--- config.mk ---
export PLATFORM = sky130hd
export DESIGN_NAME = vn_debias_top
export DESIGN_NICKNAME = d
export VERILOG_FILES = /design/src/rtl/vnd_pkg.sv /design/src/rtl/vn_pair_dec.sv /design/src/rtl/vn_compact.sv /design/src/rtl/vn_residue.sv /design/src/rtl/vn_sat_cnt.sv /design/src/rtl/vn_debias_top.sv
export SDC_FILE = /design/constraint.sdc
export NUM_CORES = 2
export LEC_CHECK = 0
export BUFFER_PORTS_ARGS = -buffer_cell sky130_fd_sc_hd__buf_2
export CELL_PAD_IN_SITES_DETAIL_PLACEMENT = 1
export CELL_PAD_IN_SITES_GLOBAL_PLACEMENT = 1
export CORE_MARGIN = 8
export CORE_UTILIZATION = 39
export CTS_BUF_LIST = sky130_fd_sc_hd__clkbuf_4
export DETAILED_ROUTE_END_ITERATION = 8
export GPL_TIMING_DRIVEN = 0
export HOLD_SLACK_MARGIN = 0.02
export PLACE_DENSITY_LB_ADDON = 0.1
export SETUP_SLACK_MARGIN = 0.3
export SLEW_MARGIN = 40
export SYNTH_ARGS = -nofsm -noshare
export SYNTH_HDL_FRONTEND = slang
export SYNTH_SLANG_ARGS = --single-unit
--- constraint.sdc ---
create_clock -name clk_i -period 13.57 [get_ports clk_i]
set_input_delay 2.0355 -clock clk_i [delete_from_list [all_inputs] [get_ports clk_i]]
set_output_delay 2.0355 -clock clk_i [all_outputs]
set_load 0.005 [all_outputs]
--- src/rtl/vnd_pkg.sv ---
package vnd_pkg;
  localparam int unsigned DEF_LANE_W = 128;
  localparam int unsigned DEF_OUT_W  = 64;
  localparam int unsigned DEF_CNT_W  = 48;
endpackage

--- src/rtl/vn_pair_dec.sv ---
module vn_pair_dec #(
  parameter int unsigned PAIRS = 128
) (
  input  logic [2*PAIRS-1:0] raw_i,
  output logic [PAIRS-1:0]   keep_o,
  output logic [PAIRS-1:0]   val_o
);
  for (genvar i = 0; i < PAIRS; i++) begin : g_pair
    assign keep_o[i] = raw_i[2*i] ^ raw_i[2*i+1];
    assign val_o[i]  = raw_i[2*i];  // first bit of a differing pair
  end
endmodule

--- src/rtl/vn_compact.sv ---
module vn_compact #(
  parameter int unsigned N    = 128,
  localparam int unsigned LOGN = $clog2(N)
) (
  input  logic [N-1:0]  keep_i,
  input  logic [N-1:0]  val_i,
  output logic [N-1:0]  packed_o,
  output logic [LOGN:0] cnt_o
);
  // merge tree: each level joins neighbour groups, upper group shifted by lower count
  for (genvar l = 0; l <= LOGN; l++) begin : g_lvl
    logic [N-1:0] d;
    logic [LOGN:0] c [N>>l];
    if (l == 0) begin : g_leaf
      assign d = val_i & keep_i;
      for (genvar i = 0; i < N; i++) begin : g_c
        assign c[i] = {{LOGN{1'b0}}, keep_i[i]};
      end
    end else begin : g_merge
      localparam int unsigned G = 1 << (l - 1);
      for (genvar g = 0; g < (N >> l); g++) begin : g_grp
        assign d[2*G*g +: 2*G] = {{G{1'b0}}, g_lvl[l-1].d[2*G*g +: G]}
                               | ({{G{1'b0}}, g_lvl[l-1].d[2*G*g+G +: G]} << g_lvl[l-1].c[2*g]);
        assign c[g] = g_lvl[l-1].c[2*g] + g_lvl[l-1].c[2*g+1];
      end
    end
  end

  assign packed_o = g_lvl[LOGN].d;
  assign cnt_o    = g_lvl[LOGN].c[0];
endmodule

--- src/rtl/vn_residue.sv ---
module vn_residue #(
  parameter int unsigned PAIRS  = 128,
  parameter int unsigned OUT_W  = 64,
  parameter int unsigned BUF_W  = 4*PAIRS,
  localparam int unsigned FILL_W = $clog2(BUF_W+1),
  localparam int unsigned PCNT_W = $clog2(PAIRS)+1
) (
  input  logic              clk_i,
  input  logic              rst_ni,
  input  logic              in_v_i,
  input  logic [PAIRS-1:0]  in_data_i,
  input  logic [PCNT_W-1:0] in_cnt_i,
  input  logic              pop_i,
  output logic [OUT_W-1:0]  data_o,
  output logic              valid_o,
  output logic [FILL_W-1:0] fill_o
);
  logic [BUF_W-1:0]  buf_q, buf_d;
  logic [FILL_W-1:0] fill_q, fill_d, pop_amt, base, add;

  assign valid_o = fill_q >= FILL_W'(OUT_W);
  assign data_o  = buf_q[OUT_W-1:0];
  assign fill_o  = fill_q;

  always_comb begin
    pop_amt = (pop_i && valid_o) ? FILL_W'(OUT_W) : '0;
    base    = fill_q - pop_amt;
    add     = in_v_i ? FILL_W'(in_cnt_i) : '0;
    fill_d  = base + add;
    buf_d   = buf_q >> pop_amt;
    if (in_v_i) buf_d = buf_d | ({{(BUF_W-PAIRS){1'b0}}, in_data_i} << base);
  end

  always_ff @(posedge clk_i or negedge rst_ni) begin
    if (!rst_ni) begin
      buf_q  <= '0;
      fill_q <= '0;
    end else begin
      buf_q  <= buf_d;
      fill_q <= fill_d;
    end
  end
endmodule

--- src/rtl/vn_sat_cnt.sv ---
module vn_sat_cnt #(
  parameter int unsigned W     = 48,
  parameter int unsigned INC_W = 9
) (
  input  logic             clk_i,
  input  logic             rst_ni,
  input  logic             en_i,
  input  logic [INC_W-1:0] inc_i,
  output logic [W-1:0]     cnt_o
);
  logic [W:0] sum;
  assign sum = {1'b0, cnt_o} + (W+1)'(inc_i);

  always_ff @(posedge clk_i or negedge rst_ni) begin
    if (!rst_ni)     cnt_o <= '0;
    else if (en_i)   cnt_o <= sum[W] ? '1 : sum[W-1:0];
  end
endmodule

--- src/rtl/vn_debias_top.sv ---
module vn_debias_top
  import vnd_pkg::*;
#(
  parameter int unsigned LANE_W = DEF_LANE_W,
  parameter int unsigned OUT_W  = DEF_OUT_W,
  parameter int unsigned CNT_W  = DEF_CNT_W,
  localparam int unsigned RAW_W  = 2*LANE_W,
  localparam int unsigned PAIRS  = LANE_W,
  localparam int unsigned BUF_W  = 4*PAIRS,
  localparam int unsigned FILL_W = $clog2(BUF_W+1),
  localparam int unsigned PCNT_W = $clog2(PAIRS)+1,
  localparam int unsigned RINC_W = $clog2(RAW_W+1),
  localparam int unsigned NEED_W = FILL_W+2
) (
  input  logic              clk_i,
  input  logic              rst_ni,
  input  logic [LANE_W-1:0] a_data_i,
  input  logic              a_valid_i,
  input  logic [LANE_W-1:0] b_data_i,
  input  logic              b_valid_i,
  output logic              in_ready_o,
  output logic [OUT_W-1:0]  out_data_o,
  output logic              out_valid_o,
  input  logic              out_ready_i,
  output logic [CNT_W-1:0]  raw_cnt_o,
  output logic [CNT_W-1:0]  kept_cnt_o
);
  logic              fire;
  logic [PAIRS-1:0]  dec_keep, dec_val, keep_q, val_q, cmp_data, pk_q;
  logic [PCNT_W-1:0] cmp_cnt, pk_cnt_q;
  logic              s1_v, s2_v;
  logic [FILL_W-1:0] res_fill;
  logic [NEED_W-1:0] need;

  assign fire = a_valid_i && b_valid_i && in_ready_o;

  // credit counts words in flight as full, pops are ignored
  always_comb begin
    need = NEED_W'(res_fill) + NEED_W'(PAIRS);
    if (s1_v) need = need + NEED_W'(PAIRS);
    if (s2_v) need = need + NEED_W'(PAIRS);
  end
  assign in_ready_o = need <= NEED_W'(BUF_W);

  vn_pair_dec #(.PAIRS(PAIRS)) u_dec (
    .raw_i  ({b_data_i, a_data_i}),
    .keep_o (dec_keep),
    .val_o  (dec_val)
  );

  always_ff @(posedge clk_i or negedge rst_ni) begin
    if (!rst_ni) begin
      s1_v   <= 1'b0;
      keep_q <= '0;
      val_q  <= '0;
    end else begin
      s1_v <= fire;
      if (fire) begin
        keep_q <= dec_keep;
        val_q  <= dec_val;
      end
    end
  end

  vn_compact #(.N(PAIRS)) u_cmp (
    .keep_i   (keep_q),
    .val_i    (val_q),
    .packed_o (cmp_data),
    .cnt_o    (cmp_cnt)
  );

  always_ff @(posedge clk_i or negedge rst_ni) begin
    if (!rst_ni) begin
      s2_v     <= 1'b0;
      pk_q     <= '0;
      pk_cnt_q <= '0;
    end else begin
      s2_v <= s1_v;
      if (s1_v) begin
        pk_q     <= cmp_data;
        pk_cnt_q <= cmp_cnt;
      end
    end
  end

  vn_residue #(.PAIRS(PAIRS), .OUT_W(OUT_W), .BUF_W(BUF_W)) u_res (
    .clk_i     (clk_i),
    .rst_ni    (rst_ni),
    .in_v_i    (s2_v),
    .in_data_i (pk_q),
    .in_cnt_i  (pk_cnt_q),
    .pop_i     (out_ready_i),
    .data_o    (out_data_o),
    .valid_o   (out_valid_o),
    .fill_o    (res_fill)
  );

  vn_sat_cnt #(.W(CNT_W), .INC_W(RINC_W)) u_raw_cnt (
    .clk_i  (clk_i),
    .rst_ni (rst_ni),
    .en_i   (fire),
    .inc_i  (RINC_W'(RAW_W)),
    .cnt_o  (raw_cnt_o)
  );

  vn_sat_cnt #(.W(CNT_W), .INC_W(PCNT_W)) u_kept_cnt (
    .clk_i  (clk_i),
    .rst_ni (rst_ni),
    .en_i   (s2_v),
    .inc_i  (pk_cnt_q),
    .cnt_o  (kept_cnt_o)
  );
endmodule

==> impl_metrics.yaml <==
critical_path:
  path_buf_inv: 9
  reg2reg_depth: 36
  arrival_ns: 14.41
  crit_required_ns: 14.84
  critPathKind: "reg2reg"
  cp-start-kind: "flop"
  critPathSlowestCell: "a2bb2oi_1"
  worstPathMaxFanout: 10
  cp-end-kind: "flop"
  max_stage_delay_ns: 0.70
  reg2reg_slack_ns: 0.44
  cpLargestDelayFamily: "adder cells"
  r2r_start: "keep_q[64]$_DFFE_PN0P_"
  r2r-end: "pk_q[122]$_DFFE_PN0P_"
die:
  start_util_pct: 39.14
  die_area_sq_um: 245900
  dieWidth_um: 495.9
  core_area_sq_um: 229500
  ios: 423
  die_h_um: 495.9
  rows: 176
cts:
  cts_root_buf: "clkbuf_4"
  clkTransAtPathRegs_ns: 0.07
  cts_tree: "yes"
  cts_buffer_depth: 4
  h-tree-depth: 5
  cts.sinks: 1005
  clkLatencyLatePin_ns: 1.46
  ctsHoldBuffers: 0
  cts_inserted_buffers: 317
global_route:
  gr-total-overflow: 0
  grt_pass1_wl_um: 797500
  grt_start_max_net_pins: 104
  antenna_found_initial: 39
  grt_usage_pct: 44.01
  grt_pass1_vias: 108039
sta:
  max_slew.worst_pin.slew_ns: 1.069
  fin_crit_ns: 13.13
  period_share_pct: 96.79
  maxSlewHeadroom_pct: 28.27
  final-setup-viol-count: 0
  slew_violations: 0
  fin_worst_skew_ns: 0.2613
  rsz0062_at_grt: "true"
  timing.fmax_mhz: 76.13
  hold_viol: 0
yosys:
  syn_inst: 11416
  synth_compound_area_share_pct: 27.15
  ys_warn_count: 0
  synth_common_cells: "1770 x nor2_1, 1434 x nand2_1, 1005 x dfrtp_1"
  synth_top_family_by_area: "compound AO/OA/AOI/OAI gates"
  ys.flop_type: "dfrtp_1"
  synth_edf_count: 0
  synth_seq_cells: 1005
  yosys.area_share.simple_pct: 20.97
  syn_area_sq_um: 89810
  ys_types: 119
  synthXorXnorAreaFrac_pct: 2.438
  muxShareOfSynthArea_pct: 11.50
  yosysTopAreaCell: "dfrtp_1"
  synth_nets: 11964
  synth_area_per_cell_sq_um: 7.867
  synth_seq_area_share_pct: 28.00
  synth_top_area_share_pct: 28.00
  async_flop_share_pct: 100.0
  yosys-top-cells-area: "dfrtp_1 28%, nor2_1 7.4%, nand2_1 6.0%"
  synthAdderAreaFrac_pct: 4.826
  yosysMostFrequentCell: "nor2_1"
routing:
  routed_via_density: 6.910
  drc: 0
  drt_pass1_iterations: 8
  routed_wl_um: 563300
  drt_iter0_drc: 12580
  vias: 106931
  drt.antenna.violating_nets: 0
  wl_per_cell_um: 36.40
layout:
  areaGrowthSynthToFinish_pct: 13.34
  final_core_util_pct: 44.36
  nNetsFinal: 12764
  drive_above_1_share_pct: 16.42
outcome:
  status: "completed"
worst_hold_path:
  holdPathStages: 2
  hold-path-endpoint: "u_res.buf_q[376]$_DFF_PN0_"
  holdCritStartpoint: "u_res.buf_q[440]$_DFF_PN0_"
  hold_class: "reg2reg"
placed_design:
  hpwl_um: 448500
  io_buffer_count: 422
  gp_congestion: 1.127
job:
  cap_violations: 0
==> registers in the layout, indices dropped and copies added, names as in the netlist, 8 cells and up <==
register          cells
u_res.buf_q         512
keep_q              128
pk_q                128
val_q               128
u_kept_cnt.cnt_o     48
u_raw_cnt.cnt_o      41
u_res.fill_o         10
pk_cnt_q              8
==> how the worst max path moves through the flow <==
stage | start | cells after the start | to
floorplan | keep_q[0]$_DFFE_PN0P_ | 49 | pk_cnt_q[7]$_DFFE_PN0P_
global placement | rst_ni | 1 | val_q[22]$_DFFE_PN0P_
detailed placement | keep_q[0]$_DFFE_PN0P_ | 51 | pk_cnt_q[7]$_DFFE_PN0P_
CTS | keep_q[64]$_DFFE_PN0P_ | 42 | pk_cnt_q[7]$_DFFE_PN0P_
global route | keep_q[64]$_DFFE_PN0P_ | 41 | pk_cnt_q[7]$_DFFE_PN0P_
finish | keep_q[64]$_DFFE_PN0P_ | 36 | pk_q[122]$_DFFE_PN0P_
==> worst register-to-register path, delay by kind of cell (launching register included) <==
| kind | cells | cell delay [ns] |
|---|---|---|
| adder cells (fa/ha/maj) | 12 | 5.16 |
| AO/OA/AOI/OAI | 7 | 2.75 |
| buffers and inverters | 9 | 2.25 |
| AND/OR/NAND/NOR | 4 | 1.05 |
| multiplexers | 3 | 0.96 |
| XOR/XNOR | 1 | 0.51 |
| flip-flops | 1 | 0.44 |
==> through the flow <==
step,setup slack (ns),instances,hold WS (ns),instance area [sq um],setup TNS (ns)
5_1_grt,0.1698,15456,0.4465,101800,0
3_3_place_gp,-12.39,14864,0.4615,95710,-
3_5_place_dp,-2.427,14914,0.4716,97310,-45.30
6_report,0.4354,15474,0.3715,101800,0
4_1_cts,0.1897,15445,0.3497,101300,0
2_1_floorplan,0.6765,11416,0.4103,89810,0
==> final cells by class <==
| type | instances | area (sq um) |
|---|---|---|
| diodes | 27 | 67.56 |
| plain buffers | 852 | 3835 |
| well taps | 3026 | 3786 |
| clock inverters | 93 | 451.7 |
| fillers | 28327 | 127700 |
| repair buffers | 482 | 2900 |
| flip-flops and latches | 1005 | 25150 |
| multi-input cells | 9269 | 61270 |
| clock buffers | 431 | 3236 |
| inverters | 289 | 1101 |
==> what timing repair did <==
action,in CTS,in global routing
setup endpoints to repair,127,102
pin swaps,4,4
hold endpoints to repair,0,0
gates resized for setup,75,72
buffers inserted,7,2
==> cells by family after synthesis <==
kind of cell    Yosys count
mux                     787
compound gates         3576
simple gates           4369
flops                  1005
buf+inv                1142
fa+ha+maj               287
xor+xnor                250
==> layout by cell type (no fill, tap or decap), types with 163 or more instances in the layout <==
cell type,n
nand3_1,420
nor3_1,180
mux4_2,165
dfrtp_1,1003
nor2_1,1737
o22ai_1,433
ha_1,184
buf_2,476
clkbuf_4,446
nand2_1,1431
o21ai_0,625
inv_1,249
a31oi_1,163
mux2_2,291
a21oi_1,641
xnor2_1,178
clkbuf_1,501
mux2i_1,312
==> layer usage <==
layer  part of all wire, %  global-route usage (%)
met2                    43                   66.87
met1                    37                   52.07
met4                    10                   36.27
met3                   9.9                   11.78
met5                 0.028                  0.2347
Power is not shown: default switching activity piles up to over one toggle a cycle in this logic, so the estimate is an artifact.
